--- src/rtl/fcd_pkg.sv ---
package fcd_pkg;
  localparam logic [15:0] UNLOCK_ADDR_A = 16'h5555;
  localparam logic [15:0] UNLOCK_ADDR_B = 16'h2AAA;
  localparam logic [7:0]  CODE_KEY1  = 8'hAA;
  localparam logic [7:0]  CODE_KEY2  = 8'h55;
  localparam logic [7:0]  CODE_PROG  = 8'hA0;
  localparam logic [7:0]  CODE_ERASE = 8'h80;
  localparam logic [7:0]  CODE_CHIP  = 8'h10;
  localparam logic [7:0]  CODE_SECT  = 8'h30;

  typedef enum logic [2:0] {
    ST_IDLE, ST_KEY1, ST_KEY2, ST_PDATA, ST_EKEY1, ST_EKEY2, ST_ESEL, ST_SWIN
  } cmd_state_t;
endpackage

--- src/rtl/fcd_bus_capture.sv ---
module fcd_bus_capture #(
  parameter int ADDR_W = 15
) (
  input  logic              clk,
  input  logic              rst_n,
  input  logic              ce_n,
  input  logic              we_n,
  input  logic [ADDR_W-1:0] addr,
  input  logic [7:0]        din,
  output logic              wr_valid,
  output logic [ADDR_W-1:0] wr_addr,
  output logic [7:0]        wr_data
);
  logic              strobe, strobe_q;
  logic              fall, rise;
  logic [ADDR_W-1:0] addr_hold, addr_hold_n;
  logic [ADDR_W-1:0] wr_addr_n;
  logic [7:0]        wr_data_n;

  assign strobe = ce_n | we_n;
  assign fall   = strobe_q & ~strobe;
  assign rise   = ~strobe_q & strobe;

  always_comb begin
    addr_hold_n = addr_hold;
    wr_addr_n   = wr_addr;
    wr_data_n   = wr_data;
    if (fall) addr_hold_n = addr;
    if (rise) begin
      wr_addr_n = addr_hold;
      wr_data_n = din;
    end
  end

  always_ff @(posedge clk or negedge rst_n) begin
    if (!rst_n) begin
      strobe_q  <= 1'b1;
      addr_hold <= '0;
      wr_valid  <= 1'b0;
      wr_addr   <= '0;
      wr_data   <= '0;
    end else begin
      strobe_q  <= strobe;
      addr_hold <= addr_hold_n;
      wr_valid  <= rise;
      wr_addr   <= wr_addr_n;
      wr_data   <= wr_data_n;
    end
  end

  assert_single_pulse_R1: assert property (@(posedge clk) disable iff (!rst_n)
    wr_valid |=> !wr_valid);
endmodule

--- src/rtl/fcd_cmd_seq.sv ---
module fcd_cmd_seq
  import fcd_pkg::*;
#(
  parameter int ADDR_W       = 15,
  parameter int IDX_W        = 5,
  parameter int SEC_W        = 3,
  parameter int SECTORS      = 8,
  parameter int SECT_WIN_CYC = 64
) (
  input  logic               clk,
  input  logic               rst_n,
  input  logic               wr_valid,
  input  logic [ADDR_W-1:0]  wr_addr,
  input  logic [7:0]         wr_data,
  input  logic               busy,
  output logic               prog_go,
  output logic [IDX_W-1:0]   prog_idx,
  output logic [7:0]         prog_data,
  output logic               erase_go,
  output logic [SECTORS-1:0] erase_mask
);
  localparam int WIN_W = $clog2(SECT_WIN_CYC + 1);

  cmd_state_t         st, st_n;
  logic [SECTORS-1:0] sel, sel_n, onehot;
  logic [WIN_W-1:0]   win, win_n;
  logic               prog_go_n, erase_go_n;
  logic [IDX_W-1:0]   prog_idx_n;
  logic [7:0]         prog_data_n;
  logic [SECTORS-1:0] erase_mask_n;
  logic               hit_a, hit_b, take;

  assign hit_a  = (wr_addr == ADDR_W'(UNLOCK_ADDR_A));
  assign hit_b  = (wr_addr == ADDR_W'(UNLOCK_ADDR_B));
  assign onehot = SECTORS'(1) << wr_addr[IDX_W-1 -: SEC_W];
  assign take   = wr_valid & ~busy;

  always_comb begin
    st_n         = st;
    sel_n        = sel;
    win_n        = win;
    prog_go_n    = 1'b0;
    erase_go_n   = 1'b0;
    prog_idx_n   = prog_idx;
    prog_data_n  = prog_data;
    erase_mask_n = erase_mask;
    if (take) begin
      st_n = ST_IDLE;
      unique case (st)
        ST_IDLE:  if (hit_a && wr_data == CODE_KEY1) st_n = ST_KEY1;
        ST_KEY1:  if (hit_b && wr_data == CODE_KEY2) st_n = ST_KEY2;
        ST_KEY2: begin
          if (hit_a && wr_data == CODE_PROG)  st_n = ST_PDATA;
          if (hit_a && wr_data == CODE_ERASE) st_n = ST_EKEY1;
        end
        ST_PDATA: begin
          prog_go_n   = 1'b1;
          prog_idx_n  = wr_addr[IDX_W-1:0];
          prog_data_n = wr_data;
        end
        ST_EKEY1: if (hit_a && wr_data == CODE_KEY1) st_n = ST_EKEY2;
        ST_EKEY2: if (hit_b && wr_data == CODE_KEY2) st_n = ST_ESEL;
        ST_ESEL: begin
          if (hit_a && wr_data == CODE_CHIP) begin
            erase_go_n   = 1'b1;
            erase_mask_n = '1;
          end else if (wr_data == CODE_SECT) begin
            sel_n = onehot;
            win_n = WIN_W'(SECT_WIN_CYC - 1);
            st_n  = ST_SWIN;
          end
        end
        ST_SWIN: begin
          if (wr_data == CODE_SECT) begin
            sel_n = sel | onehot;
            win_n = WIN_W'(SECT_WIN_CYC - 1);
            st_n  = ST_SWIN;
          end else begin
            sel_n = '0;
          end
        end
        default: st_n = ST_IDLE;
      endcase
    end else if (st == ST_SWIN) begin
      if (win == '0) begin
        erase_go_n   = 1'b1;
        erase_mask_n = sel;
        sel_n        = '0;
        st_n         = ST_IDLE;
      end else begin
        win_n = win - 1'b1;
      end
    end
  end

  always_ff @(posedge clk or negedge rst_n) begin
    if (!rst_n) begin
      st         <= ST_IDLE;
      sel        <= '0;
      win        <= '0;
      prog_go    <= 1'b0;
      erase_go   <= 1'b0;
      prog_idx   <= '0;
      prog_data  <= '0;
      erase_mask <= '0;
    end else begin
      st         <= st_n;
      sel        <= sel_n;
      win        <= win_n;
      prog_go    <= prog_go_n;
      erase_go   <= erase_go_n;
      prog_idx   <= prog_idx_n;
      prog_data  <= prog_data_n;
      erase_mask <= erase_mask_n;
    end
  end

  assert_go_exclusive_R2: assert property (@(posedge clk) disable iff (!rst_n)
    !(prog_go && erase_go));
  assert_mask_nonempty_R5: assert property (@(posedge clk) disable iff (!rst_n)
    erase_go |-> (erase_mask != '0));
  assert_window_abandon_R6: assert property (@(posedge clk) disable iff (!rst_n)
    (st == ST_SWIN && take && wr_data != CODE_SECT) |=> (st == ST_IDLE && !erase_go));
endmodule

--- src/rtl/fcd_array_engine.sv ---
module fcd_array_engine #(
  parameter int IDX_W        = 5,
  parameter int SECTORS      = 8,
  parameter int SECTOR_BYTES = 4,
  parameter int PROG_CYC     = 8,
  parameter int ERASE_CYC    = 32
) (
  input  logic               clk,
  input  logic               rst_n,
  input  logic               prog_go,
  input  logic [IDX_W-1:0]   prog_idx,
  input  logic [7:0]         prog_data,
  input  logic               erase_go,
  input  logic [SECTORS-1:0] erase_mask,
  input  logic               rd,
  input  logic [IDX_W-1:0]   rd_idx,
  output logic               busy,
  output logic [7:0]         dout,
  output logic               dout_en
);
  localparam int DEPTH = SECTORS * SECTOR_BYTES;
  localparam int MAXC  = (PROG_CYC > ERASE_CYC) ? PROG_CYC : ERASE_CYC;
  localparam int CNT_W = $clog2(MAXC + 1);

  logic [DEPTH-1:0][7:0] mem;
  logic [CNT_W-1:0]      cnt, cnt_n;
  logic                  busy_n, finish;
  logic                  op_prog, op_prog_n;
  logic [IDX_W-1:0]      op_idx, op_idx_n;
  logic [7:0]            op_data, op_data_n;
  logic [SECTORS-1:0]    op_mask, op_mask_n;
  logic [7:0]            dout_n;

  assign finish = busy & (cnt == '0);

  always_comb begin
    busy_n    = busy;
    cnt_n     = cnt;
    op_prog_n = op_prog;
    op_idx_n  = op_idx;
    op_data_n = op_data;
    op_mask_n = op_mask;
    if (busy) begin
      if (finish) busy_n = 1'b0;
      else        cnt_n  = cnt - 1'b1;
    end else if (prog_go) begin
      busy_n    = 1'b1;
      cnt_n     = CNT_W'(PROG_CYC - 1);
      op_prog_n = 1'b1;
      op_idx_n  = prog_idx;
      op_data_n = prog_data;
    end else if (erase_go) begin
      busy_n    = 1'b1;
      cnt_n     = CNT_W'(ERASE_CYC - 1);
      op_prog_n = 1'b0;
      op_data_n = 8'hFF;
      op_mask_n = erase_mask;
    end
  end

  always_ff @(posedge clk or negedge rst_n) begin
    if (!rst_n) begin
      busy    <= 1'b0;
      cnt     <= '0;
      op_prog <= 1'b0;
      op_idx  <= '0;
      op_data <= '0;
      op_mask <= '0;
    end else begin
      busy    <= busy_n;
      cnt     <= cnt_n;
      op_prog <= op_prog_n;
      op_idx  <= op_idx_n;
      op_data <= op_data_n;
      op_mask <= op_mask_n;
    end
  end

  for (genvar g = 0; g < DEPTH; g++) begin : g_byte
    localparam int SEC = g / SECTOR_BYTES;
    logic upd;
    assign upd = finish & (op_prog ? (op_idx == IDX_W'(g)) : op_mask[SEC]);
    always_ff @(posedge clk or negedge rst_n) begin
      if (!rst_n)   mem[g] <= 8'hFF;
      else if (upd) mem[g] <= op_prog ? (mem[g] & op_data) : 8'hFF;
    end
  end

  always_comb begin
    dout_n = 8'h00;
    if (rd) dout_n = busy ? {~op_data[7], 7'b0} : mem[rd_idx];
  end

  always_ff @(posedge clk or negedge rst_n) begin
    if (!rst_n) begin
      dout    <= 8'h00;
      dout_en <= 1'b0;
    end else begin
      dout    <= dout_n;
      dout_en <= rd;
    end
  end

  assert_prog_clears_only_R3: assert property (@(posedge clk) disable iff (!rst_n)
    (finish && op_prog) |=> ((mem & ~$past(mem)) == '0));
  assert_poll_low_bits_R7: assert property (@(posedge clk) disable iff (!rst_n)
    (busy && rd) |=> (dout_en && dout[6:0] == 7'd0));
  assert_no_start_when_busy_R8: assert property (@(posedge clk) disable iff (!rst_n)
    (prog_go || erase_go) |-> !busy);
  assert_array_frozen_R6: assert property (@(posedge clk) disable iff (!rst_n)
    !busy |=> $stable(mem));
endmodule

--- src/rtl/flash_cmd_decoder.sv ---
module flash_cmd_decoder #(
  parameter int ADDR_W       = 15,
  parameter int SECTORS      = 8,
  parameter int SECTOR_BYTES = 4,
  parameter int PROG_CYC     = 8,
  parameter int ERASE_CYC    = 32,
  parameter int SECT_WIN_CYC = 16
) (
  input  logic              clk,
  input  logic              rst_n,
  input  logic              ce_n,
  input  logic              we_n,
  input  logic              oe_n,
  input  logic [ADDR_W-1:0] addr,
  input  logic [7:0]        din,
  output logic [7:0]        dout,
  output logic              dout_en
);
  localparam int IDX_W = $clog2(SECTORS * SECTOR_BYTES);
  localparam int SEC_W = $clog2(SECTORS);

  logic               wr_valid, busy, prog_go, erase_go, rd;
  logic [ADDR_W-1:0]  wr_addr;
  logic [7:0]         wr_data, prog_data;
  logic [IDX_W-1:0]   prog_idx;
  logic [SECTORS-1:0] erase_mask;

  assign rd = ~ce_n & ~oe_n & we_n;

  fcd_bus_capture #(.ADDR_W(ADDR_W)) u_cap (
    .clk(clk), .rst_n(rst_n), .ce_n(ce_n), .we_n(we_n), .addr(addr), .din(din),
    .wr_valid(wr_valid), .wr_addr(wr_addr), .wr_data(wr_data)
  );

  fcd_cmd_seq #(
    .ADDR_W(ADDR_W), .IDX_W(IDX_W), .SEC_W(SEC_W), .SECTORS(SECTORS),
    .SECT_WIN_CYC(SECT_WIN_CYC)
  ) u_seq (
    .clk(clk), .rst_n(rst_n), .wr_valid(wr_valid), .wr_addr(wr_addr), .wr_data(wr_data),
    .busy(busy), .prog_go(prog_go), .prog_idx(prog_idx), .prog_data(prog_data),
    .erase_go(erase_go), .erase_mask(erase_mask)
  );

  fcd_array_engine #(
    .IDX_W(IDX_W), .SECTORS(SECTORS), .SECTOR_BYTES(SECTOR_BYTES),
    .PROG_CYC(PROG_CYC), .ERASE_CYC(ERASE_CYC)
  ) u_eng (
    .clk(clk), .rst_n(rst_n), .prog_go(prog_go), .prog_idx(prog_idx), .prog_data(prog_data),
    .erase_go(erase_go), .erase_mask(erase_mask), .rd(rd), .rd_idx(addr[IDX_W-1:0]),
    .busy(busy), .dout(dout), .dout_en(dout_en)
  );
endmodule

--- config.mk ---
export PLATFORM = sky130hd
export DESIGN_NAME = flash_cmd_decoder
export DESIGN_NICKNAME = d
export VERILOG_FILES = /design/src/rtl/fcd_pkg.sv /design/src/rtl/fcd_bus_capture.sv /design/src/rtl/fcd_cmd_seq.sv /design/src/rtl/fcd_array_engine.sv /design/src/rtl/flash_cmd_decoder.sv
export SDC_FILE = /design/constraint.sdc
export NUM_CORES = 1
export LEC_CHECK = 0
export BUFFER_PORTS_ARGS = -buffer_cell sky130_fd_sc_hd__buf_2
export CORE_MARGIN = 2
export CORE_UTILIZATION = 65
export DETAILED_ROUTE_END_ITERATION = 16
export PLACE_DENSITY = 0.78
export SYNTH_ARGS = -nofsm -noshare
export SYNTH_HDL_FRONTEND = slang
export SYNTH_HIERARCHICAL = 1
export SYNTH_SLANG_ARGS = --single-unit
--- constraint.sdc ---
create_clock -name clk -period 2.9 [get_ports clk]
set_clock_uncertainty 0.1 [all_clocks]
set_input_delay 0.58 -clock clk [delete_from_list [all_inputs] [get_ports clk]]
set_output_delay 0.58 -clock clk [all_outputs]
set_load 0.05 [all_outputs]
==> summary.txt <==
Critical path
  • Top delay family on crit path: simple AND/OR/NAND/NOR gates
  • Crit-path slowest cell: o41ai_1
  • Critical path buffers and inverters: 2
  • CP Class: reg2reg
  • CP endpoint kind: flop
  • Worst Setup SP: u_eng/cnt[0]
  • CP peak stage delay: 0.53 ns
  • Crit-path max FO: 64
  • Arrival time worst endpoint: 2.87 ns
  • Element type at the critical path start: flop
  • Req. time, crit path: 3.23 ns
  • R2r startpoint: u_eng/cnt[0]
  • Cell-by-cell trace of the critical path: inv_1, ha_1, nor4b_4, nand4_4, buf_4, o41ai_1, nand2_1

Clock tree
  • TritonCTS Buffers: 41
  • Worst-path clk slew: 0.06 ns
  • CTS root buf: clkbuf_16
  • Skew-Pair Late Insertion Delay: 0.54 ns
  • Max clock buf depth: 3
  • CTS H-Tree Depth: 2
  • CTS tree: yes
  • Sink Count: 373

Logic synthesis
  • Cell Area, Synth: 17,700 sq um
  • Fraction of registers with async set or reset after synthesis: 1.00
  • EDFF count, synth: 0
  • Synth warnings: 6
  • Synth unique cells: 67
  • Mapped Cells: 1,445
  • Syn Nets: 1,477
  • Register area share after synthesis: 0.547
  • Mapped Avg Cell Area: 12.2 sq um
  • Seq cells post-synth: 373
  • Ys flop type: dfstp_2

GRT
  • First-pass GRT wire length: 72,400 um
  • Total grt overflow: 0
  • Vias in the first global route: 13,200
  • Total GRT Usage: 0.320
  • Antenna violations before repair: 0
  • Largest net degree at the start of global routing: 130

Placed design
  • Gp weighted congestion: 0.865
  • Hpwl dp: 24,800 um
  • Setup Slack @ Placement: 0.283 ns
  • Port Buffers: 36

Floorplan
  • I/O pins: 37
  • Die height: 169 um
  • Area of the core: 26,800 sq um
  • Die X: 169 um
  • Site row count: 60
  • Die footprint: 28,500 sq um
  • Initial core utilization: 0.659

Pwr
  • Int Power: 11.4 mW
  • Clock Power Share: 0.334
  • Switching share of total power: 0.287
  • Gate power share: 0.156
  • Worst IR Drop VDD: 0.762 mV
  • Leakage: 8.66 nW
  • NetSw: 4.60 mW
  • Total Power: 16.0 mW
  • Reg power frac: 0.510
  • P per Cell Area: 823 nW/um^2

Timing
  • Final Worst Setup Slack: 0.360 ns
  • Min Tclk post-route: 2.54 ns
  • Worst slew margin: 0.132
  • Tcrit/Tclk final: 0.876
  • Setup violators final: 0
  • Slew @ Worst Pin: 1.30 ns
  • Slew Limit Fails: 0
  • RSZ-0062 raised after global routing: false
  • Final hold vios: 0
  • Peak Freq: 394 MHz
  • TNS Setup: 0 ns
  • Final hold slack: 0.170 ns

Cells and area
  • Post-layout util: 0.727
  • Ant. Diodes: 0
  • Share of post-route cells with drive strength above 1: 0.402
  • Nets: 1,432
  • Area Growth Syn to Fin: 10.4%
  • Fill count: 1,718

Worst hold path
  • Hold Path Origin: din[5]
  • HP Class: in2reg

Route
  • Wire per inst: 25.1 um
  • Initial DRC count: 1,584
  • Antenna viol nets, final: 0
  • Via count: 12,800
  • DR pass1 iterations: 6
  • WL final: 44,600 um
  • Post-route DRC violation count: 0
  • Via density: 7.23

Run
  • MaxCap Viol Count: 0

Run status
  • Status: finished clean
placed cells by master, fill, tap and decap left out, types with 7 or more instances in the layout:
master	instances
nor2_1	27
dfstp_2	257
inv_1	18
a211oi_1	7
buf_4	40
buf_12	10
mux2_2	71
nand2_1	278
clkbuf_1	9
clkbuf_16	41
dfrtp_1	114
buf_2	34
a22o_1	8
nor3_1	9
o41ai_1	257
mux4_2	69
nor2b_1	13
clkbuf_8	10
o22a_1	8
mux2i_1	15
path summary, 6_finish.rpt:
kind	end	slack (ns)	depth (start not counted)
worst max-delay path	u_eng/mem[78]	0.36	7
min in group asynchronous	u_eng/dout[7]	0.54	2
worst min-delay path	u_cap/wr_data[5]	0.17	2
worst min register to register	u_eng/mem[209]	0.36	2
max in group asynchronous	u_eng/mem[25]	1.29	3
worst max register to register	u_eng/mem[78]	0.36	7
worst reg2reg max path: cells and delay by family (launching register included):
family | cells | cell delay [ns]
buffers and inverters | 2 | 0.52
flip-flops | 1 | 0.40
adder cells (fa/ha/maj) | 1 | 0.15
AND/OR/NAND/NOR | 3 | 0.73
AO/OA/AOI/OAI | 1 | 0.55
area by class of cell:
cell class / instances / area, sq um / area share
clock inverters: 16 / 211 / 0.0108
well taps: 341 / 427 / 0.0219
flip-flops and latches: 373 / 9660 / 0.496
inverters: 21 / 78.8 / 0.00404
multi-input cells: 877 / 7220 / 0.370
clock buffers: 60 / 1200 / 0.0614
repair buffers: 86 / 696 / 0.0357
per-layer routing:
metal | routed length [um] | vias to the layer above | track usage
met5 | 0 | - | 0
met4 | 1080 | 0 | 0.104
met3 | 4110 | 94 | 0.0645
met2 | 21500 | 681 | 0.512
met1 | 17900 | 6587 | 0.446
li1 | - | 5460 | -
cells in the mapped netlist (3+ instances only):
cell type,count,share of area
or4b_1,3,0.0017
buf_1,8,0.0017
dfstp_2,257,0.38
nor3_1,10,0.0028
inv_1,19,0.0040
and2_1,3,0.0011
and3_1,3,0.0011
mux2_2,71,0.045
o21ai_0,4,0.0011
xnor2_1,4,0.0020
dfrtp_1,116,0.16
mux4_2,69,0.088
a22o_1,8,0.0040
nand2_1,278,0.059
nand4_2,3,0.0021
o22a_1,8,0.0040
ha_1,4,0.0028
nand3_1,6,0.0017
nand2b_1,5,0.0018
or4_1,6,0.0026
o22ai_1,6,0.0021
a211oi_1,7,0.0030
buf_4,7,0.0030
mux2i_1,15,0.0085
nor2b_1,13,0.0046
nand4_1,6,0.0021
nor2_1,27,0.0057
or2_2,3,0.0011
o41ai_1,257,0.13
clkbuf_1,132,0.028
or3_1,3,0.0011
buf_2,20,0.0057
buf_6,5,0.0032
a21oi_1,4,0.0011
o31ai_1,3,0.0013
o2111ai_1,4,0.0020
nand3b_1,3,0.0013
a31oi_1,4,0.0014
cell families (layout without fill, tap and decap cells):
family	after synthesis	after routing	share of synthesized area
AND/OR/NAND/NOR	392	392	0.102
flip-flops	373	373	0.547
AO/OA/AOI/OAI	321	321	0.156
buffers and inverters	195	183	0.0478
multiplexers	155	155	0.142
XOR/XNOR	5	5	0.00248
adder cells (fa/ha/maj)	4	4	0.00283
flip-flops by register name, indices dropped and copies added, names as in the netlist, 8 cells and up:
signal,count
u_eng/mem,256
u_cap/addr_hold,15
u_cap/wr_addr,15
u_cap/wr_data,8
u_eng/dout,8
u_eng/op_data,8
u_eng/op_mask,8
u_seq/erase_mask,8
u_seq/prog_data,8
u_seq/sel,8
repair_timing:
action	in CTS	in global routing
resized for setup	0	0
hold endpoints to repair	2	0
buffers inserted	0	0
hold buffers	1	0
endpoints found under the setup margin	0	0
through the flow:
step                std cells  instance area (sq um)
floorplan                1445                  17700
global placement         1697                  18100
detailed placement       1697                  18100
CTS                      1774                  19500
global route             1774                  19500
finish                   1774                  19500
power groups by stage:
stage	combinational, mW	sequential [mW]	clock, mW
2_1_floorplan	2.35	7.36	0
3_3_place_gp	2.33	8.14	0
3_5_place_dp	2.46	8.16	0
4_1_cts	2.49	8.12	5.42
5_1_grt	2.75	8.31	5.64
6_report	2.50	8.18	5.35
Power figures use the tool's default switching activity.
